--- src/rtl/fsg_pkg.sv ---
package fsg_pkg;

    typedef enum logic [1:0] {
        MODE_ARRAY = 2'd0,
        MODE_PROG  = 2'd1,
        MODE_ERASE = 2'd2,
        MODE_SUSP  = 2'd3
    } fsg_mode_e;

    typedef struct packed {
        logic tog6;
        logic tog2;
    } fsg_tog_s;

    localparam int unsigned BIT_POLL = 7;
    localparam int unsigned BIT_TOGA = 6;
    localparam int unsigned BIT_TOGB = 2;

endpackage

--- src/rtl/fsg_rd_edge.sv ---
module fsg_rd_edge (
    input  logic clk,
    input  logic rst_n,
    input  logic rd_strobe,
    output logic rd_done
);
    typedef struct packed {
        logic strobe;
    } edge_s;

    edge_s st_d, st_q;

    always_comb begin
        st_d        = st_q;
        st_d.strobe = rd_strobe;
    end

    always_ff @(posedge clk) begin
        if (!rst_n) st_q <= '0;
        else        st_q <= st_d;
    end

    assign rd_done = st_q.strobe & ~rd_strobe;
endmodule

--- src/rtl/fsg_prot_window.sv ---
module fsg_prot_window #(
    parameter int unsigned PROG_LEN  = 250,
    parameter int unsigned ERASE_LEN = 12500
) (
    input  logic clk,
    input  logic rst_n,
    input  logic cmd_start,
    input  logic cmd_is_erase,
    input  logic prot_target,
    output logic win_act,
    output logic win_erase
);
    localparam int unsigned MAX_LEN = (PROG_LEN > ERASE_LEN) ? PROG_LEN : ERASE_LEN;
    localparam int unsigned CW      = $clog2(MAX_LEN + 1);

    typedef struct packed {
        logic [CW-1:0] cnt;
        logic          is_erase;
    } win_s;

    win_s st_d, st_q;

    always_comb begin
        st_d = st_q;
        if (st_q.cnt != '0) st_d.cnt = st_q.cnt - 1'b1;
        if (cmd_start) begin
            st_d.is_erase = cmd_is_erase;
            if (prot_target) st_d.cnt = cmd_is_erase ? CW'(ERASE_LEN) : CW'(PROG_LEN);
            else             st_d.cnt = '0;
        end
    end

    always_ff @(posedge clk) begin
        if (!rst_n) st_q <= '0;
        else        st_q <= st_d;
    end

    assign win_act   = (st_q.cnt != '0);
    assign win_erase = st_q.is_erase;
endmodule

--- src/rtl/fsg_toggle.sv ---
module fsg_toggle
    import fsg_pkg::*;
(
    input  logic      clk,
    input  logic      rst_n,
    input  logic      cmd_start,
    input  logic      rd_done,
    input  fsg_mode_e mode,
    input  logic      addr_in_erase,
    input  logic      erase_susp,
    output fsg_tog_s  tog
);
    fsg_tog_s st_d, st_q;
    logic     run_op;
    logic     erase_ctx;

    always_comb begin
        run_op    = (mode == MODE_PROG) || (mode == MODE_ERASE);
        erase_ctx = (mode == MODE_ERASE) || (mode == MODE_SUSP) ||
                    ((mode == MODE_PROG) && erase_susp);
        st_d = st_q;
        if (cmd_start) begin
            st_d = '0;
        end else if (rd_done) begin
            if (run_op)                     st_d.tog6 = ~st_q.tog6;
            if (erase_ctx && addr_in_erase) st_d.tog2 = ~st_q.tog2;
        end
    end

    always_ff @(posedge clk) begin
        if (!rst_n) st_q <= '0;
        else        st_q <= st_d;
    end

    assign tog = st_q;
endmodule

--- src/rtl/fsg_compose.sv ---
module fsg_compose
    import fsg_pkg::*;
#(
    parameter int unsigned DATA_W = 8
) (
    input  fsg_mode_e         mode,
    input  logic              prog_bit7,
    input  fsg_tog_s          tog,
    input  logic [DATA_W-1:0] array_data,
    output logic [DATA_W-1:0] rd_data
);
    logic poll_bit;

    always_comb begin
        unique case (mode)
            MODE_PROG:  poll_bit = ~prog_bit7;
            MODE_ERASE: poll_bit = 1'b0;
            default:    poll_bit = 1'b1;
        endcase
        if (mode == MODE_ARRAY) begin
            rd_data = array_data;
        end else begin
            rd_data           = '0;
            rd_data[BIT_POLL] = poll_bit;
            rd_data[BIT_TOGA] = tog.tog6;
            rd_data[BIT_TOGB] = tog.tog2;
        end
    end
endmodule

--- src/rtl/flash_status_gen.sv ---
module flash_status_gen
    import fsg_pkg::*;
#(
    parameter int unsigned DATA_W       = 8,
    parameter int unsigned CLK_PER_US   = 125,
    parameter int unsigned PROG_WIN_US  = 2,
    parameter int unsigned ERASE_WIN_US = 100
) (
    input  logic              clk,
    input  logic              rst_n,
    input  logic              cmd_start,
    input  logic              cmd_is_erase,
    input  logic              prot_target,
    input  logic              prog_busy,
    input  logic              erase_busy,
    input  logic              erase_susp,
    input  logic              susp_prog,
    input  logic              prog_bit7,
    input  logic              addr_in_erase,
    input  logic              rd_strobe,
    input  logic [DATA_W-1:0] array_data,
    output logic [DATA_W-1:0] rd_data
);
    localparam int unsigned PROG_LEN  = CLK_PER_US * PROG_WIN_US;
    localparam int unsigned ERASE_LEN = CLK_PER_US * ERASE_WIN_US;

    logic      rd_done;
    logic      win_act;
    logic      win_erase;
    fsg_mode_e mode;
    fsg_tog_s  tog;

    fsg_rd_edge u_edge (
        .clk       (clk),
        .rst_n     (rst_n),
        .rd_strobe (rd_strobe),
        .rd_done   (rd_done)
    );

    fsg_prot_window #(
        .PROG_LEN  (PROG_LEN),
        .ERASE_LEN (ERASE_LEN)
    ) u_win (
        .clk          (clk),
        .rst_n        (rst_n),
        .cmd_start    (cmd_start),
        .cmd_is_erase (cmd_is_erase),
        .prot_target  (prot_target),
        .win_act      (win_act),
        .win_erase    (win_erase)
    );

    always_comb begin
        if (prog_busy || susp_prog || (win_act && !win_erase))
            mode = MODE_PROG;
        else if (erase_busy || (win_act && win_erase))
            mode = MODE_ERASE;
        else if (erase_susp && addr_in_erase)
            mode = MODE_SUSP;
        else
            mode = MODE_ARRAY;
    end

    fsg_toggle u_tog (
        .clk           (clk),
        .rst_n         (rst_n),
        .cmd_start     (cmd_start),
        .rd_done       (rd_done),
        .mode          (mode),
        .addr_in_erase (addr_in_erase),
        .erase_susp    (erase_susp),
        .tog           (tog)
    );

    fsg_compose #(.DATA_W(DATA_W)) u_out (
        .mode       (mode),
        .prog_bit7  (prog_bit7),
        .tog        (tog),
        .array_data (array_data),
        .rd_data    (rd_data)
    );
endmodule

--- config.mk ---
export PLATFORM = sky130hd
export DESIGN_NAME = flash_status_gen
export DESIGN_NICKNAME = d
export VERILOG_FILES = /design/src/rtl/fsg_pkg.sv /design/src/rtl/fsg_rd_edge.sv /design/src/rtl/fsg_prot_window.sv /design/src/rtl/fsg_toggle.sv /design/src/rtl/fsg_compose.sv /design/src/rtl/flash_status_gen.sv
export SDC_FILE = /design/constraint.sdc
export NUM_CORES = 1
export LEC_CHECK = 0
export BUFFER_PORTS_ARGS = -buffer_cell sky130_fd_sc_hd__buf_2
export CORE_MARGIN = 2
export CORE_UTILIZATION = 45
export DETAILED_ROUTE_END_ITERATION = 12
export PLACE_DENSITY_LB_ADDON = 0.12
export SLEW_MARGIN = 20
export SYNTH_ARGS = -nofsm -noshare
export SYNTH_HDL_FRONTEND = slang
export SYNTH_SLANG_ARGS = --single-unit
--- constraint.sdc ---
create_clock -name clk -period 2.9 [get_ports clk]
set_input_delay 0.29 -clock clk [delete_from_list [all_inputs] [get_ports clk]]
set_output_delay 0.29 -clock clk [all_outputs]
set_load 0.005 [all_outputs]
==> impl_metrics.json <==
{
  "syn_area_per_cell_sq_um": 8.208,
  "setup_ws_ns": 0.1803,
  "p_seq_share_pct": 42.7,
  "post_drt_wl_per_cell_microns": 12.99,
  "synth_simple_gate_area_share_pct": 30.37,
  "ys.warnings.count": 0,
  "die_h_microns": 51.75,
  "stdcell_area_sq_mm": 0.001239,
  "antennaDiodeCount": 0,
  "synth_cell_type_count": 34,
  "postCtsSetupBuffers": 0,
  "numCtsBuffers": 3,
  "powerDensity_mw_per_mm2": 562.8,
  "hp-class": "in -> reg",
  "slew_headroom_pct": 56.40,
  "finalSetupTns_ns": 0,
  "startpoint_type": "register",
  "antenna_found_initial": 0,
  "clk-insertion-delay-late_ns": 0.31,
  "synth_top_family_by_area": "simple AND/OR/NAND/NOR gates",
  "layout_min_cycle_time_ns": 2.720,
  "cts_tree": "done",
  "synth-edff-count": 0,
  "drv_slew": 0,
  "cp_slowest_cell": "or4b_1",
  "ant_nets": 0,
  "htreeDepth": 1,
  "max_stage_delay_ns": 0.55,
  "intPower_uw": 461.0,
  "area_growth_syn_to_layout_pct": 20.73,
  "synthFlopType": "dfxtp_1",
  "tightestPinTransition_ns": 0.6481,
  "clkPwrFrac_pct": 22.9,
  "post-route-util_pct": 56.54,
  "grt_pass1_wl_mm": 3.981,
  "final_nets": 177,
  "ys_ff_latch": 18,
  "fill_cells": 226,
  "outcome": "finished clean",
  "avgViaCountPerCell": 5.372,
  "synth_compound_area_share_pct": 17.32,
  "gp_congestion": 0.8293,
  "swShare_pct": 33.87,
  "post-route-period-util_pct": 93.78,
  "drv_cap": 0,
  "rsz0062_at_grt": "no",
  "synthCells": 125,
  "clk_pin_slew_ns": 0.11,
  "syn_area_sq_mm": 0.001026,
  "setup-violations-final": 0,
  "finalClockSkew_ns": 0.01483,
  "remaining_drc_errors": 0,
  "rows": 17,
  "cp_cell_sequence": "inv_1 > ha_1 > or4b_1 > nor4_4 > and3_4 > mux2_2 > buf_2",
  "max_freq_ghz": 0.3677,
  "placed_area_sq_mm": 0.001199,
  "synthesis.nets": 146,
  "initial_core_util_pct": 46.83,
  "portBuffers": 27,
  "cts_buffer_depth": 2,
  "detail_route.first_pass.iterations": 4,
  "die_x_microns": 51.75,
  "ir_drop_mv": 0.3865,
  "p_switching_uw": 236.1,
  "vias": 983,
  "cellLeakagePower_uw": 0.0005274,
  "ioPinCount": 28,
  "drt_iter0_drc": 17,
  "dpl.hpwl_mm": 1.822,
  "gr-total-overflow": 0,
  "crit_fanout": 10,
  "core_sq_mm": 0.002191,
  "multiInputGateArea_sq_um": 634.4,
  "cts.sinks": 18,
  "cp-end-kind": "output pin",
  "grt_usage_pct": 20.32,
  "die-area_sq_mm": 0.002678,
  "critPathRequiredTime_ns": 2.61,
  "grt_start_max_net_pins": 12,
  "wirelength_mm": 2.377,
  "cts_hold_buf": 0,
  "place_ws_ns": 0.4948,
  "path_class": "reg -> out",
  "synth_xor_area_share_pct": 9.390,
  "p_comb_share_pct": 34.4,
  "first_global_vias": 921,
  "cts-root-buf": "clkbuf_4",
  "async_flop_share_pct": 0,
  "hold_viol_final": 0,
  "synthAdderAreaFrac_pct": 1.220,
  "critPathArrivalTime_ns": 2.43,
  "seqCellArea_sq_um": 360.3,
  "drive_gt1_share_pct": 25.81,
  "synth-seq-area-share_pct": 35.12,
  "synth_mux_area_share_pct": 3.171
}
[cell type report]
cell class | instances | share of cell area (%)
Multi-Input combinational cell | 98 | 51.21
Inverter | 6 | 1.818
Clock buffer | 4 | 2.929
Timing Repair Buffer | 29 | 12.12
Sequential cell | 18 | 29.09
Tap cell | 28 | 2.828
[timing repair]
action	4_1_cts	5_1_grt
gates resized for setup	0	1
hold endpoints to repair	0	0
setup endpoints to repair	0	1
[metrics by stage]
step,hold slack [ns],instances,total power (uW)
finish,0.1863,183,697.1
detailed placement,0.4771,179,537.8
floorplan,0.4117,125,474.6
global route,0.1984,183,745.3
CTS,0.1885,183,698.7
global placement,0.4654,179,535.7
[critical path: cells and delay by family (launching register included)]
family        cells  cell delay, ns
mux               1            0.34
flops             1            0.34
buf+inv           2            0.22
simple gates      3            1.02
fa+ha+maj         1            0.21
[power groups by stage]
stage               registers, uW  logic [uW]  clock network, uW
floorplan                     296         178                  0
global placement              301         234                  0
detailed placement            302         235                  0
CTS                           297         239                163
global route                  300         274                171
finish                        298         240                159
[cells in the mapped netlist, drive strengths merged (2+ instances only)]
cell | n | share of area, %
dfxtp | 18 | 35
nor2 | 17 | 6.2
nand2 | 11 | 4.0
xnor2 | 10 | 8.5
a21oi | 8 | 3.9
and2 | 6 | 3.7
inv | 6 | 2.2
a21boi | 5 | 3.7
o21ai | 5 | 2.4
nor3 | 4 | 2.4
nor4 | 4 | 3.9
or4 | 4 | 3.7
nand3 | 3 | 1.5
nor2b | 3 | 1.8
o31ai | 3 | 2.2
clkbuf | 2 | 0.73
mux2 | 2 | 2.2
[metal layers]
| layer | share of wire (%) | up-vias | track usage, % |
|---|---|---|---|
| met5 | 0 | - | 0 |
| met4 | 1.9 | 0 | 9.211 |
| met2 | 50 | 25 | 37.61 |
| met3 | 4.3 | 5 | 3.736 |
| li1 | - | 506 | - |
| met1 | 44 | 447 | 22.22 |
[worst paths after layout]
path	slack, ns	start	cells past startpoint	end
worst max register to register	0.61	u_win.st_q[1]	8	u_tog.tog[0]
worst max-delay path	0.18	u_win.st_q[1]	7	rd_data[6]
worst min register to register	0.49	u_tog.tog[0]	2	u_tog.tog[0]
worst min-delay path	0.19	rd_strobe	2	u_edge.st_q
[cell families after synthesis]
group | after synthesis
adder cells (fa/ha/maj) | 1
multiplexers | 3
AND/OR/NAND/NOR | 56
flip-flops | 18
AO/OA/AOI/OAI | 27
XOR/XNOR | 11
buffers and inverters | 9
[placed cells by master, fill, tap and decap left out]
cell,n
o21ai_0,5
buf_4,2
o2111ai_1,1
nor3_2,1
nor4_4,1
nand4b_1,1
a2111oi_0,1
nor2_1,17
o311a_1,1
dfxtp_1,18
nor2b_1,3
or4_1,2
a311oi_1,1
clkbuf_4,3
and3_4,1
nand2_1,11
or4b_1,1
a21oi_1,8
xor2_1,1
inv_1,6
o22a_1,1
clkbuf_8,1
nor3_1,3
mux2i_1,1
nand3_1,3
a22oi_1,1
nand2b_1,1
buf_2,27
ha_1,1
or4_4,2
nor4_1,3
o31ai_1,3
and2_1,6
xnor2_1,10
mux2_2,2
a21boi_0,5
[flip-flops by register name, summed over array words and instances (netlist names)]
register and count:
u_win.win_erase 1, u_win.st_q 14, u_tog.tog 2, u_edge.st_q 1
Note: power is estimated with default switching activity, not from simulation.
